--- config.mk ---
export PLATFORM = sky130hd
export DESIGN_NAME = mesi_snoop_ctrl
export DESIGN_NICKNAME = d
export VERILOG_FILES = /design/src/rtl/mesi_coh_pkg.sv /design/src/rtl/mesi_line_store.sv /design/src/rtl/mesi_coh_ctrl.sv /design/src/rtl/mesi_snoop_ctrl.sv
export SDC_FILE = /design/constraint.sdc
export NUM_CORES = 1
export LEC_CHECK = 0
export CORE_MARGIN = 4
export CORE_UTILIZATION = 45
export DETAILED_ROUTE_END_ITERATION = 10
export PLACE_DENSITY = 0.74
export SLEW_MARGIN = 20
export SYNTH_ARGS = -nofsm -noshare
export SYNTH_HDL_FRONTEND = slang
export SYNTH_SLANG_ARGS = --single-unit
--- constraint.sdc ---
create_clock -name clk -period 4 [get_ports clk]
set_clock_uncertainty 0.15 [all_clocks]
set_input_delay 0.4 -clock clk [delete_from_list [all_inputs] [get_ports clk]]
set_output_delay 0.4 -clock clk [all_outputs]
set_load 0.005 [all_outputs]
--- src/rtl/mesi_coh_pkg.sv ---
package mesi_coh_pkg;

  typedef enum logic [1:0] {
    LN_INV = 2'd0,
    LN_SHR = 2'd1,
    LN_EXC = 2'd2,
    LN_MOD = 2'd3
  } lineState_t;

  typedef enum logic [1:0] {
    BOP_RD    = 2'd0,
    BOP_RDX   = 2'd1,
    BOP_UPGR  = 2'd2,
    BOP_FLUSH = 2'd3
  } busOp_t;

  typedef enum logic [1:0] {
    CS_IDLE  = 2'd0,
    CS_UPGR  = 2'd1,
    CS_FLUSH = 2'd2,
    CS_FILL  = 2'd3
  } ctrlState_t;

  // strobes from control to datapath; all writes target the processor index
  typedef struct packed {
    logic       lineWe;   // write newState
    lineState_t newState;
    logic       tagWe;    // load the processor tag
    logic       dataWe;   // load a word
    logic       useFill;  // word comes from the bus fill instead of the processor
  } dpStrobe_t;

endpackage

--- src/rtl/mesi_line_store.sv ---
module mesi_line_store
  import mesi_coh_pkg::*;
#(
  parameter int ADDR_W  = 8,
  parameter int INDEX_W = 2,
  parameter int DATA_W  = 16
) (
  input  logic              clk,
  input  logic              rstN,
  input  dpStrobe_t         strobe,
  input  logic [ADDR_W-1:0] cpuAddr,
  input  logic [DATA_W-1:0] cpuWData,
  input  logic [DATA_W-1:0] fillData,
  input  logic              snoopValid,
  input  logic [1:0]        snoopOp,
  input  logic [ADDR_W-1:0] snoopAddr,
  output lineState_t        cpuState,
  output logic              cpuHit,
  output logic              victimDirty,
  output logic [ADDR_W-1:0] victimAddr,
  output logic [DATA_W-1:0] lineData,
  output logic [DATA_W-1:0] cpuRData,
  output logic              snoopSharedOut,
  output logic              snoopFlushValid,
  output logic [DATA_W-1:0] snoopFlushData
);
  localparam int TAG_W = ADDR_W - INDEX_W;
  localparam int LINES = 1 << INDEX_W;

  lineState_t        stateQ [LINES];
  logic [TAG_W-1:0]  tagQ   [LINES];
  logic [DATA_W-1:0] dataQ  [LINES];

  logic [INDEX_W-1:0] cpuIdx, snpIdx;
  logic [TAG_W-1:0]   cpuTag, snpTag;
  logic               snpHit;
  lineState_t         snpNext;

  assign cpuIdx = cpuAddr[INDEX_W-1:0];
  assign cpuTag = cpuAddr[ADDR_W-1:INDEX_W];
  assign snpIdx = snoopAddr[INDEX_W-1:0];
  assign snpTag = snoopAddr[ADDR_W-1:INDEX_W];

  // snoop lookup
  assign snpHit  = snoopValid && (snoopOp != BOP_FLUSH) &&
                   (stateQ[snpIdx] != LN_INV) && (tagQ[snpIdx] == snpTag);
  assign snpNext = (snoopOp == BOP_RD) ? LN_SHR : LN_INV;

  assign snoopSharedOut  = snpHit && (snoopOp == BOP_RD);
  assign snoopFlushValid = snpHit && (stateQ[snpIdx] == LN_MOD);
  assign snoopFlushData  = dataQ[snpIdx];

  // processor lookup
  assign cpuState    = stateQ[cpuIdx];
  assign cpuHit      = (stateQ[cpuIdx] != LN_INV) && (tagQ[cpuIdx] == cpuTag);
  assign victimDirty = (stateQ[cpuIdx] == LN_MOD) && (tagQ[cpuIdx] != cpuTag);
  assign victimAddr  = {tagQ[cpuIdx], cpuIdx};
  assign lineData    = dataQ[cpuIdx];
  assign cpuRData    = strobe.useFill ? fillData : dataQ[cpuIdx];

  for (genvar g = 0; g < LINES; g++) begin : gLine
    logic snpSel, cpuSel;
    assign snpSel = snpHit && (snpIdx == INDEX_W'(g));
    // snooper owns the line in its cycle
    assign cpuSel = !snpSel && (cpuIdx == INDEX_W'(g));

    always_ff @(posedge clk) begin
      if (!rstN) begin
        stateQ[g] <= LN_INV;
        tagQ[g]   <= '0;
        dataQ[g]  <= '0;
      end else begin
        if (snpSel)                       stateQ[g] <= snpNext;
        else if (cpuSel && strobe.lineWe) stateQ[g] <= strobe.newState;
        if (cpuSel && strobe.tagWe)       tagQ[g]   <= cpuTag;
        if (cpuSel && strobe.dataWe)      dataQ[g]  <= strobe.useFill ? fillData : cpuWData;
      end
    end
  end

endmodule

--- src/rtl/mesi_coh_ctrl.sv ---
module mesi_coh_ctrl
  import mesi_coh_pkg::*;
(
  input  logic       clk,
  input  logic       rstN,
  input  logic       cpuReqValid,
  input  logic       cpuReqWrite,
  input  logic       snoopValid,
  input  logic       busGrant,
  input  logic       busShared,
  input  logic       cpuHit,
  input  lineState_t cpuState,
  input  logic       victimDirty,
  output dpStrobe_t  strobe,
  output logic       cpuReady,
  output logic       busReqValid,
  output logic [1:0] busReqOp,
  output logic       flushSel
);
  ctrlState_t curQ, nxt;

  always_ff @(posedge clk) begin
    if (!rstN) curQ <= CS_IDLE;
    else       curQ <= nxt;
  end

  always_comb begin
    nxt         = curQ;
    strobe      = '0;
    cpuReady    = 1'b0;
    busReqValid = 1'b0;
    busReqOp    = BOP_RD;
    flushSel    = 1'b0;
    unique case (curQ)
      CS_IDLE: begin
        if (cpuReqValid && !snoopValid) begin
          if (cpuHit) begin
            if (!cpuReqWrite) begin
              cpuReady = 1'b1;
            end else if (cpuState == LN_SHR) begin
              nxt = CS_UPGR;
            end else begin
              strobe.lineWe   = 1'b1;
              strobe.newState = LN_MOD;
              strobe.dataWe   = 1'b1;
              cpuReady        = 1'b1;
            end
          end else if (victimDirty) begin
            nxt = CS_FLUSH;
          end else begin
            nxt = CS_FILL;
          end
        end
      end
      CS_UPGR: begin
        busReqValid = 1'b1;
        busReqOp    = BOP_UPGR;
        if (busGrant) begin
          nxt = CS_IDLE;
          // only complete if no snoop took the copy while waiting
          if (cpuHit && cpuState == LN_SHR) begin
            strobe.lineWe   = 1'b1;
            strobe.newState = LN_MOD;
            strobe.dataWe   = 1'b1;
            cpuReady        = 1'b1;
          end
        end
      end
      CS_FLUSH: begin
        busReqValid = 1'b1;
        busReqOp    = BOP_FLUSH;
        flushSel    = 1'b1;
        if (busGrant) begin
          strobe.lineWe   = 1'b1;
          strobe.newState = LN_INV;
          nxt             = CS_FILL;
        end
      end
      CS_FILL: begin
        busReqValid = 1'b1;
        busReqOp    = cpuReqWrite ? BOP_RDX : BOP_RD;
        if (busGrant) begin
          strobe.lineWe   = 1'b1;
          strobe.tagWe    = 1'b1;
          strobe.dataWe   = 1'b1;
          strobe.useFill  = !cpuReqWrite;
          strobe.newState = cpuReqWrite ? LN_MOD : (busShared ? LN_SHR : LN_EXC);
          cpuReady        = 1'b1;
          nxt             = CS_IDLE;
        end
      end
      default: nxt = CS_IDLE;
    endcase
  end

endmodule

--- src/rtl/mesi_snoop_ctrl.sv ---
module mesi_snoop_ctrl
  import mesi_coh_pkg::*;
#(
  parameter int ADDR_W  = 8,
  parameter int INDEX_W = 2,
  parameter int DATA_W  = 16
) (
  input  logic              clk,
  input  logic              rstN,
  input  logic              cpuReqValid,
  input  logic              cpuReqWrite,
  input  logic [ADDR_W-1:0] cpuAddr,
  input  logic [DATA_W-1:0] cpuWData,
  output logic              cpuReady,
  output logic [DATA_W-1:0] cpuRData,
  output logic              busReqValid,
  output logic [1:0]        busReqOp,
  output logic [ADDR_W-1:0] busReqAddr,
  output logic [DATA_W-1:0] busReqData,
  input  logic              busGrant,
  input  logic              busShared,
  input  logic [DATA_W-1:0] busFillData,
  input  logic              snoopValid,
  input  logic [1:0]        snoopOp,
  input  logic [ADDR_W-1:0] snoopAddr,
  output logic              snoopSharedOut,
  output logic              snoopFlushValid,
  output logic [DATA_W-1:0] snoopFlushData
);
  dpStrobe_t         strobe;
  lineState_t        cpuState;
  logic              cpuHit, victimDirty, flushSel;
  logic [ADDR_W-1:0] victimAddr;
  logic [DATA_W-1:0] lineData;

  mesi_coh_ctrl i_ctrl (
    .clk(clk), .rstN(rstN),
    .cpuReqValid(cpuReqValid), .cpuReqWrite(cpuReqWrite),
    .snoopValid(snoopValid), .busGrant(busGrant), .busShared(busShared),
    .cpuHit(cpuHit), .cpuState(cpuState), .victimDirty(victimDirty),
    .strobe(strobe), .cpuReady(cpuReady),
    .busReqValid(busReqValid), .busReqOp(busReqOp), .flushSel(flushSel)
  );

  mesi_line_store #(.ADDR_W(ADDR_W), .INDEX_W(INDEX_W), .DATA_W(DATA_W)) i_store (
    .clk(clk), .rstN(rstN), .strobe(strobe),
    .cpuAddr(cpuAddr), .cpuWData(cpuWData), .fillData(busFillData),
    .snoopValid(snoopValid), .snoopOp(snoopOp), .snoopAddr(snoopAddr),
    .cpuState(cpuState), .cpuHit(cpuHit), .victimDirty(victimDirty),
    .victimAddr(victimAddr), .lineData(lineData), .cpuRData(cpuRData),
    .snoopSharedOut(snoopSharedOut), .snoopFlushValid(snoopFlushValid),
    .snoopFlushData(snoopFlushData)
  );

  assign busReqAddr = flushSel ? victimAddr : cpuAddr;
  assign busReqData = lineData;

endmodule

==> reports/metrics.cfg <==
[status]
status = completed

[clock_tree]
clk_latency_ps = 350
cts-root-buf = clkbuf_16
cts-hold-fix-buffers = 0
clkTransAtPathRegs_ps = 70
cts_resized = 0
htreeDepth = 3
cts_num_sinks = 98
cts_buffer_depth = 2
cts_buffers = 9
cts_tree = built
cts_setup_buffers = 0

[setup_path]
slowest_delay_ps = 680
critical_path_arrival_ps = 3170
cp.required_ps = 3450
crit_path_end_kind = output pin
cp-start-kind = input pin
critical_path_class = in2out
crit_chain = clkdlybuf4s50_1 -> mux4_2 -> xor2_1 -> nor4_4 -> nand3_1 -> a21oi_1 -> clkdlybuf4s50_1
cp_common_cell = clkdlybuf4s50_1
slowest_stage = clkdlybuf4s50_1
crit_path_max_fanout = 9
critPathTopFamily = buffers and inverters
cp_num_buf_inv = 2

[timing]
clock.fmax_mhz = 269
hold_viol = 0
tns_ps = 0
setup_viol = 0
rsz0062_at_grt = false
period_share_pct = 92.9
drv_slew = 0
max_slew.worst_pin.slew_ps = 967
fin_crit_ps = 3720
relSlewSlack_pct = 35.4

[cells_and_area]
layout_commonest_cell = clkdlybuf4s50_1
final_cell_mix = clkdlybuf4s50_1 (115), edfxtp_1 (96), nand2_1 (80), nor3_1 (71), mux4_2 (45)
seq_area_sq_um = 2920
antenna_cells = 0
multi_input_area_sq_um = 2960
finish.instance_area_sq_um = 7840
drive_gt1_share_pct = 18.2
nets = 684
n_fill_cell = 998
area_delta_synth_final_pct = 30.7

[synthesis]
yosys_warnings = 0
syn_area_per_cell_sq_um = 11.9
synth_edf_count = 96
ys_async_sr_fraction_pct = 0
syn_nets = 568
ys_seq_elements = 98
syn_area_sq_um = 6000
synthCells = 506
ys_seq_area_share_pct = 48.7
ys_types = 48
ys.flop_type = edfxtp_1

[global_routing]
grt_pass1_vias = 4846
grt_pass1_wl_mm = 26.0
grt.overflow.total = 0
grt_max_degree = 46
antenna_found_initial = 0
grt_util_all_layers_pct = 22.5

[floorplanning]
pin_count = 119
rows = 41
die-area_sq_um = 15200
core_region_area_sq_um = 12800
die_h_microns = 123
start_util_pct = 46.8
fp.dieW_microns = 123

[pwr]
seq_power_share_pct = 41.5
clockPowerShare_pct = 30.8
power.density_nw_per_um2 = 372
switching_share_pct = 28.9
pwr-share-comb_pct = 27.7
internal_power_mw = 2.07
leakage_nw = 2.77
vdd_ir_drop_max_mv = 0.254
p_sw_mw = 0.845

[placement]
place_area_sq_um = 7530
gp_congestion = 0.919
dp_hpwl_mm = 12.0
port_buffers = 118

[routing]
vias_per_cell = 6.05
route.detailed.drc = 0
drt-initial-drc-count = 435
wl_mm = 16.9
drtPass1Iterations = 5
wl_per_cell_microns = 21.1
drtAntennaViolNets = 0
num_vias = 4830

[hold_path]
min_path_type = reg2reg

[run]
drv_cap = 0

-- layout make-up --
| type | count | area share, % |
|---|---|---|
| clock buffer | 9 | 2.87 |
| clock inverter | 7 | 1.10 |
| inverter | 8 | 0.383 |
| timing repair buffer | 148 | 17.9 |
| multi-input combinational | 357 | 37.7 |
| tap | 172 | 2.74 |
| sequential | 98 | 37.3 |
-- worst reg2reg max path, stage by stage, from the launching register on --
cell	delay, ps
edfxtp_1	410
mux4_2	500
xor2_1	180
nor4_4	650
a31oi_1	350
o311ai_0	570
-- worst paths after layout --
kind,endpoint,cells past startpoint,slack (ps),start
setup / recovery,cpuReady,7,280,cpuAddr[1]
hold / removal,i_ctrl.curQ[1]$_SDFFE_PN0P_,2,350,i_ctrl.curQ[1]$_SDFFE_PN0P_
setup reg to reg,i_store.stateQ[0][0]$_DFFE_PP_,5,820,i_store.tagQ[3][1]$_SDFFCE_PN0P_
hold reg to reg,i_ctrl.curQ[1]$_SDFFE_PN0P_,2,350,i_ctrl.curQ[1]$_SDFFE_PN0P_
-- state kept, by name, indices dropped and copies added (netlist names) --
signal          flops
i_store.dataQ      64
i_store.tagQ       24
i_store.stateQ      8
i_ctrl.curQ         2
-- kinds of logic (layout without fill, tap and decap cells) --
logic type,count (synthesis),count (layout),synth area share (%)
buffers and inverters,51,172,3.77
adder cells (fa/ha/maj),5,5,1.04
multiplexers,62,62,19.8
AO/OA/AOI/OAI,58,58,7.73
flip-flops,98,98,48.7
AND/OR/NAND/NOR,218,218,16.9
XOR/XNOR,14,14,2.04
-- layer usage --
metal	wire (microns)	share of wire, %	vias up	track usage [%]
li1	-	-	2179	-
met5	0	0	-	0
met3	1440	8.5	27	4.53
met2	8820	52	234	39.6
met1	6370	38	2390	28.9
met4	255	1.5	0	4.91
-- synthesized netlist by cell type (all sizes together), types with 2 or more instances --
master / n / area share (%)
nor4: 2 / 0.46
edfxtp: 96 / 48
o32ai: 4 / 0.58
xnor2: 3 / 0.44
mux4: 45 / 17
inv: 8 / 0.50
o311ai: 5 / 1.2
mux2i: 11 / 1.8
nand4: 3 / 0.31
nand3: 3 / 0.25
nor2b: 3 / 0.31
dfxtp: 2 / 0.67
a22oi: 2 / 0.25
or3: 6 / 0.63
o211ai: 4 / 0.50
and2: 3 / 0.31
nand2b: 8 / 0.83
clkbuf: 19 / 1.2
nor3: 71 / 5.9
a31oi: 5 / 0.52
o21ai: 6 / 0.50
o41ai: 3 / 0.44
nor2: 34 / 2.1
o2bb2ai: 2 / 0.29
a21o: 16 / 2.0
o31ai: 4 / 0.50
nand2: 80 / 5.0
ha: 5 / 1.0
buf: 24 / 2.1
xor2: 11 / 1.6
mux2: 6 / 1.1
-- per-stage QoR --
| step | worst slack (ps) | cells | utilization [%] | hold slack [ps] | power (mW) |
|---|---|---|---|---|---|
| global route | 138 | 799 | 61.2 | 384 | 3.04 |
| floorplan | -366 | 506 | - | 323 | 1.66 |
| CTS | 315 | 799 | 61.2 | 349 | 2.92 |
| detailed placement | 333 | 783 | 58.7 | 339 | 2.04 |
| finish | 283 | 799 | 61.2 | 347 | 2.92 |
| global placement | 385 | 783 | 58.6 | 345 | 2.01 |
-- power by group through the flow --
| stage | clock [mW] | combinational [mW] | sequential, mW |
|---|---|---|---|
| 6_report | 0.900 | 0.809 | 1.21 |
| 3_5_place_dp | 0 | 0.803 | 1.23 |
| 5_1_grt | 0.950 | 0.870 | 1.22 |
| 2_1_floorplan | 0 | 0.435 | 1.22 |
| 4_1_cts | 0.904 | 0.810 | 1.21 |
| 3_3_place_gp | 0 | 0.787 | 1.23 |
No activity file was read; power rests on OpenSTA's default activity.
